### src/rtl/huff_symbol_decoder.sv
module huff_symbol_decoder #(
  parameter int MAX_LEN = 16,
  parameter int MAG_MAX = 11,
  parameter int WIN = 19,
  parameter int OFF_W = 9,
  parameter int NSYM = 12,
  parameter int VAL_W = 16,
  parameter logic [7:0] LEN_COUNT [MAX_LEN] =
    '{8'd0, 8'd2, 8'd1, 8'd3, 8'd2, 8'd0, 8'd1, 8'd0,
      8'd1, 8'd0, 8'd0, 8'd0, 8'd0, 8'd0, 8'd0, 8'd2},
  parameter logic [7:0] SYMS [NSYM] =
    '{8'h01, 8'h02, 8'h03, 8'h00, 8'h04, 8'h11,
      8'h05, 8'h12, 8'h21, 8'h0A, 8'hF0, 8'h0B}
) (
  input  logic                    clk,
  input  logic                    rst,
  input  logic [31:0]             in_data,
  input  logic                    in_valid,
  output logic                    in_ready,
  output logic [7:0]              out_sym,
  output logic signed [VAL_W-1:0] out_val,
  output logic                    out_valid,
  input  logic                    out_ready
);
  localparam int NEED = MAX_LEN + MAG_MAX;
  localparam int BUF_W = NEED + 31;
  localparam int CW = $clog2(BUF_W + 1);
  localparam int LW = $clog2(MAX_LEN + 1);
  localparam int UW = $clog2(NEED + 1);
  localparam int AW = (NSYM > 1) ? $clog2(NSYM) : 1;
  localparam int CODE_W = MAX_LEN + 1;

  logic [BUF_W-1:0] bits;
  logic [CW-1:0] cnt;

  logic [CODE_W-1:0] first_c [MAX_LEN];
  logic [CODE_W-1:0] last_c [MAX_LEN];
  logic [OFF_W-1:0] off_mask [MAX_LEN];
  logic [AW-1:0] rel_base [MAX_LEN];

  always_comb begin : tables
    logic [CODE_W-1:0] c;
    int idx;
    int k;
    c = '0;
    idx = 0;
    for (int l = 0; l < MAX_LEN; l++) begin
      c = c << 1;
      first_c[l] = c;
      last_c[l] = c + CODE_W'(LEN_COUNT[l]) - CODE_W'(1);
      k = 0;
      for (int b = 0; b < OFF_W; b++)
        if ((first_c[l] >> b) != (last_c[l] >> b)) k = b + 1;
      off_mask[l] = OFF_W'((1 << k) - 1);
      rel_base[l] = AW'(idx) - AW'(first_c[l] & CODE_W'(off_mask[l]));
      c = c + CODE_W'(LEN_COUNT[l]);
      idx = idx + int'(LEN_COUNT[l]);
    end
  end

  logic hit;
  logic [LW-1:0] len;
  always_comb begin
    hit = 1'b0;
    len = '0;
    for (int l = MAX_LEN - 1; l >= 0; l--)
      if (LEN_COUNT[l] != 8'd0 &&
          CODE_W'(bits[BUF_W-1 -: MAX_LEN] >> (MAX_LEN - 1 - l)) <= last_c[l]) begin
        hit = 1'b1;
        len = LW'(l + 1);
      end
  end

  logic [LW-1:0] lidx;
  logic [OFF_W-1:0] offset;
  logic [AW-1:0] addr;
  logic [7:0] sym;
  logic [3:0] size;
  logic [UW-1:0] used;
  logic [MAG_MAX-1:0] raw;
  logic signed [VAL_W-1:0] value;

  assign lidx   = hit ? len - LW'(1) : '0;
  assign offset = OFF_W'(bits[BUF_W-1 -: WIN] >> (WIN - int'(len))) & off_mask[lidx];
  assign addr   = rel_base[lidx] + AW'(offset);
  assign sym    = (int'(addr) < NSYM) ? SYMS[addr] : 8'h00;
  assign size   = sym[3:0];
  assign used   = UW'(len) + UW'(size);
  assign raw    = MAG_MAX'((bits << len) >> (BUF_W - MAG_MAX)) >> (MAG_MAX - int'(size));

  always_comb begin
    if (size == 4'd0)
      value = '0;
    else if (((raw >> (size - 4'd1)) & MAG_MAX'(1)) != '0)
      value = VAL_W'(raw);
    else
      value = VAL_W'(raw) - VAL_W'((1 << size) - 1);
  end

  logic fire, accept;
  logic [CW-1:0] left;
  assign in_ready = cnt < CW'(NEED);
  assign accept   = in_valid && in_ready;
  assign fire     = hit && (cnt >= CW'(used)) && (!out_valid || out_ready);
  assign left     = fire ? cnt - CW'(used) : cnt;

  always_ff @(posedge clk) begin
    if (rst) begin
      bits <= '0;
      cnt <= '0;
      out_valid <= 1'b0;
      out_sym <= '0;
      out_val <= '0;
    end else begin
      bits <= (fire ? bits << used : bits) |
              (accept ? ({in_data, (BUF_W-32)'(0)} >> left) : '0);
      cnt <= left + (accept ? CW'(32) : CW'(0));
      if (fire) begin
        out_valid <= 1'b1;
        out_sym <= sym;
        out_val <= value;
      end else if (out_ready) begin
        out_valid <= 1'b0;
      end
    end
  end
endmodule

### config.mk
export PLATFORM = sky130hd
export DESIGN_NAME = huff_symbol_decoder
export DESIGN_NICKNAME = d
export VERILOG_FILES = /design/src/rtl/huff_symbol_decoder.sv
export SDC_FILE = /design/constraint.sdc
export NUM_CORES = 1
export LEC_CHECK = 0
export BUFFER_PORTS_ARGS = -buffer_cell sky130_fd_sc_hd__clkbuf_2
export CORE_MARGIN = 10
export CORE_UTILIZATION = 40
export CTS_CLUSTER_DIAMETER = 50
export DETAILED_ROUTE_END_ITERATION = 8
export GPL_TIMING_DRIVEN = 0
export PLACE_DENSITY = 0.56
export SLEW_MARGIN = 5
export SYNTH_ARGS = -nofsm -noshare
export SYNTH_HDL_FRONTEND = slang
export SYNTH_SLANG_ARGS = --single-unit
### constraint.sdc
create_clock -name clk -period 9.1 [get_ports clk]
set_input_delay 1.82 -clock clk [delete_from_list [all_inputs] [get_ports clk]]
set_output_delay 1.82 -clock clk [all_outputs]
set_load 0.1 [all_outputs]
* Word-level counts from Yosys, hierarchy flattened
Memories as Yosys holds them, arrays and structs flattened. Index checks and enable logic that the tools add are counted.
Operators by class: add/sub/neg operators 10, order comparisons 12, shift operators 7, muxes and demuxes 30, bitwise gates (word level) 4, reductions and logical operators 7
Operators with widths (number):
- 58-bit 2-to-1 mux | 2
- 58-bit by 5-bit << shifter with 58-bit output | 2
- 58-bit OR | 1
- 58-bit by 6-bit right shift with 58-bit output | 1
- 5-bit 2-to-1 mux | 8
- 16-bit 2-to-1 mux | 2
- 11-bit by 32-bit right shift with 11-bit output | 1
- 19-bit by 32-bit right shift with 4-bit output | 1
- 8-bit 2-to-1 mux | 3
- 16-bit <= comparator, second input constant | 1
- 4-bit 2-to-1 mux | 4
- 1-bit by 4-bit << shifter with 16-bit output, first input constant | 1
- 11-bit by 16-bit subtractor with 16-bit output | 1
- 16-bit by 2-bit subtractor with 16-bit output, second input constant | 1
- 6-bit 2-to-1 mux | 2
- 11-bit by 4-bit right shift with 1-bit output | 1
- 9-bit <= comparator, second input constant | 1
- 1-bit 2-to-1 mux | 9
- 7-bit <= comparator, second input constant | 1
- 6-bit adder | 1
- 6-bit by 5-bit greater-or-equal comparator with 1-bit output | 1
- 6-bit by 5-bit greater-or-equal comparator with 1-bit output, second input constant | 1
- 6-bit by 5-bit < comparator with 1-bit output, second input constant | 1
- 5-bit NOT with 6-bit output | 1
- 20 further kinds | 22
Storage, ports and cells: flip-flop bits (word level) 89, bits in read-only memories 336, bits of input ports 36, logic and storage cells 78, memories 3
Memories:
- (no name shown) | words 16, width 9, read ports 1, clocked after Yosys merged registers in 0, wr ports 0, line 84 | assign offset = OFF_W'(bits[BUF_W-1 -: WIN] >> (WIN - int'(len))) & off_mask[lidx];
- (no name shown) | words 16, width 8, read ports 1, clocked after Yosys merged registers in 0, wr ports 0, line 86 | assign sym = (int'(addr) < NSYM) ? SYMS[addr] : 8'h00;
- (no name shown) | words 16, width 4, read ports 1, clocked after Yosys merged registers in 0, wr ports 0, line 85 | assign addr = rel_base[lidx] + AW'(offset);

* Depth between registers and ports, before layout
depth in word-level cells 29, gate-level depth with buffers 48, depth with buffers taken out 42

* Worst setup path before layout
OpenSTA, ideal clock, no wires.
path kind reg-to-reg, start point register bits[54], end point register bits[15], setup time 132 ps, arrival time 9580 ps, required time 8968 ps, slack -611 ps, cell stages (with the launch flop) 40, cells stage by stage dfxtp_1 -> or4_4 -> o21ai_2 -> clkinv_1 -> ha_1 -> nor2_1 -> inv_1 -> ha_1 -> nor2_1 -> a211oi_1 -> a311oi_1 -> o211a_1 -> inv_1 -> fa_1 -> inv_1 -> ha_1 -> clkbuf_1 -> or4_1 -> [4 not listed] -> fa_1 -> xor2_1 -> clkinv_1 -> clkbuf_1 -> clkbuf_1 -> ha_1 -> a21oi_1 -> maj3_1 -> a2111oi_0 -> nor3_1 -> buf_2 -> mux2i_1 -> mux2i_1 -> mux2_2 -> mux2_2 -> a221o_1 -> a21oi_1 -> nor3_1
On the way: cells in the longest elaborated chain, start to end 28, elaborated cells on any way between the ends 49, classes of those cells add/sub: 5; order compare: 7; shift: 3; mux: 25; bitwise: 4; reduce/logical: 2; memory: 3
RTL lines:
- from (decl) | line 33 | logic [BUF_W-1:0] bits;
- from (signal assigned) | line 115 | bits <= (fire ? bits << used : bits) |
- 9-bit <= comparator / 16-bit <= comparator (equally long branches) | line 68 | CODE_W'(bits[BUF_W-1 -: MAX_LEN] >> (MAX_LEN - 1 - l)) <= last_c[l]) begin
- 5-bit 2-to-1 mux / 1-bit 2-to-1 mux (equally long branches) (6 in series) | line 67 | if (LEN_COUNT[l] != 8'd0 &&
- 5-bit by 1-bit subtractor with 5-bit output / 1-bit 2-to-1 mux (equally long branches) | line 83, 67
- 5-bit 2-to-1 mux | line 83 | assign lidx = hit ? len - LW'(1) : '0;
- 5-bit NOT with 6-bit output (not written as such) | line 84, 85
- memory read 16 x 9 bit
- 4-bit 2-to-1 mux (not written as such) (2 in series) | line 84
- 4-bit AND | line 84
- [6 not listed]
- net sym[0] | line 77 | logic [7:0] sym;
- 5-bit by 4-bit adder with 5-bit output (*) | line 88 | assign used = UW'(len) + UW'(size);
- 6-bit by 5-bit greater-or-equal comparator with 1-bit output | line 104 | assign fire = hit && (cnt >= CW'(used)) && (!out_valid || out_ready);
- 1-bit logical AND (2 in series) | line 104
- 6-bit 2-to-1 mux | line 105 | assign left = fire ? cnt - CW'(used) : cnt;
- 58-bit by 6-bit right shift with 58-bit output | line 116 | (accept ? ({in_data, (BUF_W-32)'(0)} >> left) : '0);
- 58-bit 2-to-1 mux | line 116
- 58-bit OR (*) | line 115
Mark *: on every way through the listed nets, which the timed path passes. The rest lies on a longest branch. The select of a mux whose other input is x is not followed. A chain may end at the register's enable or synchronous reset.

* Worst setup path after layout
start point register bits[52], end point register bits[15]
Same word-level chain as after synthesis.

==> results.txt <==
The tools report the final-report hold violation count as 0. The logs give 0.16 ns for the minimum setup slack among reg-to-reg paths and 3236 for the filler cell count in the final layout. The synthesized cell area was 0.01314 mm2; the average instance area after synthesis was 7.143 um2. The delay of the slowest cell on the worst path is 0.57 ns.

Dividing the detail-routed via count by the number of cells gives 6.658. From bottom edge to top edge, the die measures 201.2 um. The tools report the total detailed-routing wirelength as 66190 um. The x dimension of the die was 201.2 um; the proportion of netlist area held by the largest area contributor was 13.56%.

First element of the critical path: bits[52]. For this run, the number of Yosys warnings is 0. The detail route stage leaves a number of antenna-violating nets equal to 0. The wire length of the first global-routing pass came out at 97410 um. The classification of the worst-slack hold path is flip-flop to flip-flop. The flip-flop and latch count after synthesis came out at 88. The I/O pin count is 62, and the number of nets in the layout is 2054. Measured on the finished design, the core utilization comes to 50.59%. The largest fanout on the critical path works out to 10.

The number of cells traversed by the worst register-to-register path was 41. Once detailed placement completed, the half-perimeter wirelength came to 50900 um. For the area of the die, the log shows 0.04049 mm2. On the critical path, the stage with the largest delay is an instance of or4_4. Root buffer cell: clkbuf_16. Dividing the detail-routed wire length by the instance count gives 27.47 um.

The clock reaches the later pin of the worst-skew pair after 0.37 ns. Sequential cells were found to cover 13.41% of the synthesized design area. The tools report the launching element type of the critical path as a flip-flop. For the pin with the worst max-slew slack, the measured transition is 1.117 ns.

The classification of the worst setup path was flip-flop to flip-flop. The clock period minus final worst setup slack works out to 8.945 ns. Yosys mapped a number of flops with a built-in enable equal to 0. In this run the deepest clock path goes through 2 buffers. The largest net degree at the start of global routing is 17, and the max-slew violation count is 0.

The run finished with clean final reports. Counting distinct cell types in the post-synthesis netlist gives 95. The run gives 25.56% as the worst-case headroom to the max-slew limit.

The cell type with the highest aggregate area in the netlist is mux2i_1. Setup repair after global routing could not meet its margin everywhere. The tool flagged a number of max-cap violations equal to 0. In the layout the commonest cells are nand2_1 (244), nor2_1 (174), a21oi_1 (164). For the worst setup path, the data required time is 9.31 ns. Number of global-route vias before repair: 15360. The first detailed-routing pass ran for 5 iterations.

The floorplan row count is 66, and the remaining global-route overflow is 0. The area of the core was 0.03245 mm2; the initial cell density of the core was 40.47%. The termination of the worst setup path is bits[15]. Relative to the synthesized area, the layout overhead comes to 24.99%. The number of buffer cells added on primary ports was 61; the clock slew at the register clock pins of the worst setup and hold paths was 0.07 ns. The arrival time of data at the critical path endpoint was 9.16 ns. By area the synthesized netlist is led by mux2i_1 (14%), dfxtp_1 (13%), nand2_1 (7.1%). Leaving out fill and tap cells, the most frequent cell in the layout is nand2_1. The final count of negative-setup-slack endpoints came out at 0. In this run, post-CTS hold repair placed 0 buffers.

The run gives 1960 as the initial DRC count. The total via count after detailed routing was 16040; the net count after synthesis was 1929. The endpoint identified for the worst register-to-register timing path is bits[15].

TritonCTS built the clock tree. The clock tree synthesis step divided the H-tree into 3 levels. For this run, the top clock speed supported by timing is 111.8 MHz. The most frequently used flop master after synthesis was dfxtp_1. The worst setup path is captured at a flip-flop. Source of the worst register-to-register timing path: bits[52]. The number of clock buffers added by TritonCTS is 9.

Clock skew on the completed layout was measured at 0.008695 ns. Fraction of final layout cells with drive strength greater than 1: 25.11%. The final RePlAce weighted congestion was 1.024; the share of flip-flops with an asynchronous set or reset was 0%. Synthesis handed over a netlist of 1839 instances.

After detailed routing, the number of remaining DRC violations is 0. The initial antenna violation count is 0, and the global-route total usage across every layer is 30.82%. The CTS sink count was 88; the number of antenna cells inserted was 0. The share of the clock period used by the worst path was 98.29%.
per-stage QoR:
stage / hold WS [ns] / TNS, ns / std cells / setup WS [ns] / cell area [um2]
global route: 0.4885 / -1.106 / 2409 / -0.1085 / 16420
CTS: 0.4587 / 0 / 2391 / 0.001731 / 15620
floorplan: 0.5002 / 0 / 1839 / 0.004802 / 13200
finish: 0.4570 / 0 / 2409 / 0.1554 / 16420
global placement: 0.4404 / -242.51 / 2342 / -3.562 / 14060
detailed placement: 0.4465 / -231.89 / 2342 / -3.351 / 14060
area by class of cell:
type                       instances  area, um2  area share, %
sequential                        88       1773          10.80
buffer                           148      958.4          5.838
tap                              442      553.0          3.368
timing repair buffer             122      833.3          5.075
multi-input combinational       1553      11830          72.04
clock inverter                     3      43.79         0.2667
inverter                          42      186.4          1.136
clock buffer                      11      242.7          1.478
per-layer routing:
layer  vias to the layer above  track usage (%)  share of wire, %
li1                       7118                -                 -
met4                         0            12.00               3.7
met3                       166            7.357                10
met5                         -                0                 0
met1                      7768            41.99                43
met2                       986            45.87                43
critical path, delay by kind of cell (launching register included):
| kind | cells | cell delay (ns) |
|---|---|---|
| buffers and inverters | 12 | 1.36 |
| AO/OA/AOI/OAI | 9 | 1.73 |
| AND/OR/NAND/NOR | 6 | 1.48 |
| adder cells (fa/ha/maj) | 7 | 2.22 |
| multiplexers | 6 | 1.37 |
| XOR/XNOR | 1 | 0.24 |
| flip-flops | 1 | 0.37 |
cell families (layout without fill, tap and decap cells):
logic type / Yosys count / count (layout) / share of synthesized area, %
and+or+nand+nor: 628 / 628 / 21.47
AOI/OAI and AO/OA: 596 / 596 / 30.02
muxes: 243 / 243 / 21.25
buffers and inverters: 198 / 326 / 6.277
DFF: 88 / 88 / 13.41
adders and majority gates: 60 / 60 / 5.830
xor gates and xnor gates: 26 / 26 / 1.734
flip-flops by register name, indices dropped and copies added (netlist names):
register / cells
bits: 58
cnt: 6
out_sym: 7
out_val: 16
out_valid: 1
cell usage after synthesis (all sizes together), types with 10 or more instances:
library cell  count
a21o             14
nand3            32
and2             11
a31oi            16
mux4             24
xnor2            18
a221oi           17
o21ai           119
inv              38
buf              52
nand4            13
nor4             12
nor2            188
mux2i           178
o211ai           18
clkbuf          104
nand2           249
a21oi           185
nor3             49
o221ai           13
and3             18
nor2b            23
ha               50
mux2             41
a211oi           51
a22oi            13
o22ai            27
or3              10
nand2b           13
dfxtp            88
repair_timing:
action | in CTS | in global routing
setup endpoints to repair | 88 | 82
hold endpoints to repair | 0 | 0
pin swaps | 32 | 33
gates cloned | 1 | 1
setup buffers | 39 | 21
resized for setup | 247 | 153
worst min path at each step:
stage                     start           to  slack (ns)  cells after the start
floorplan               bits[0]      bits[0]        0.50                      2
global placement    out_val[14]  out_val[14]        0.44                      2
detailed placement  out_val[12]  out_val[12]        0.45                      2
CTS                  out_sym[0]   out_sym[0]        0.46                      2
global route         out_val[0]   out_val[0]        0.49                      2
finish               out_sym[0]   out_sym[0]        0.46                      2
Power is left out: the tool's default activity adds up to more than one toggle a clock period on the data nets, which glitch-free logic cannot reach.
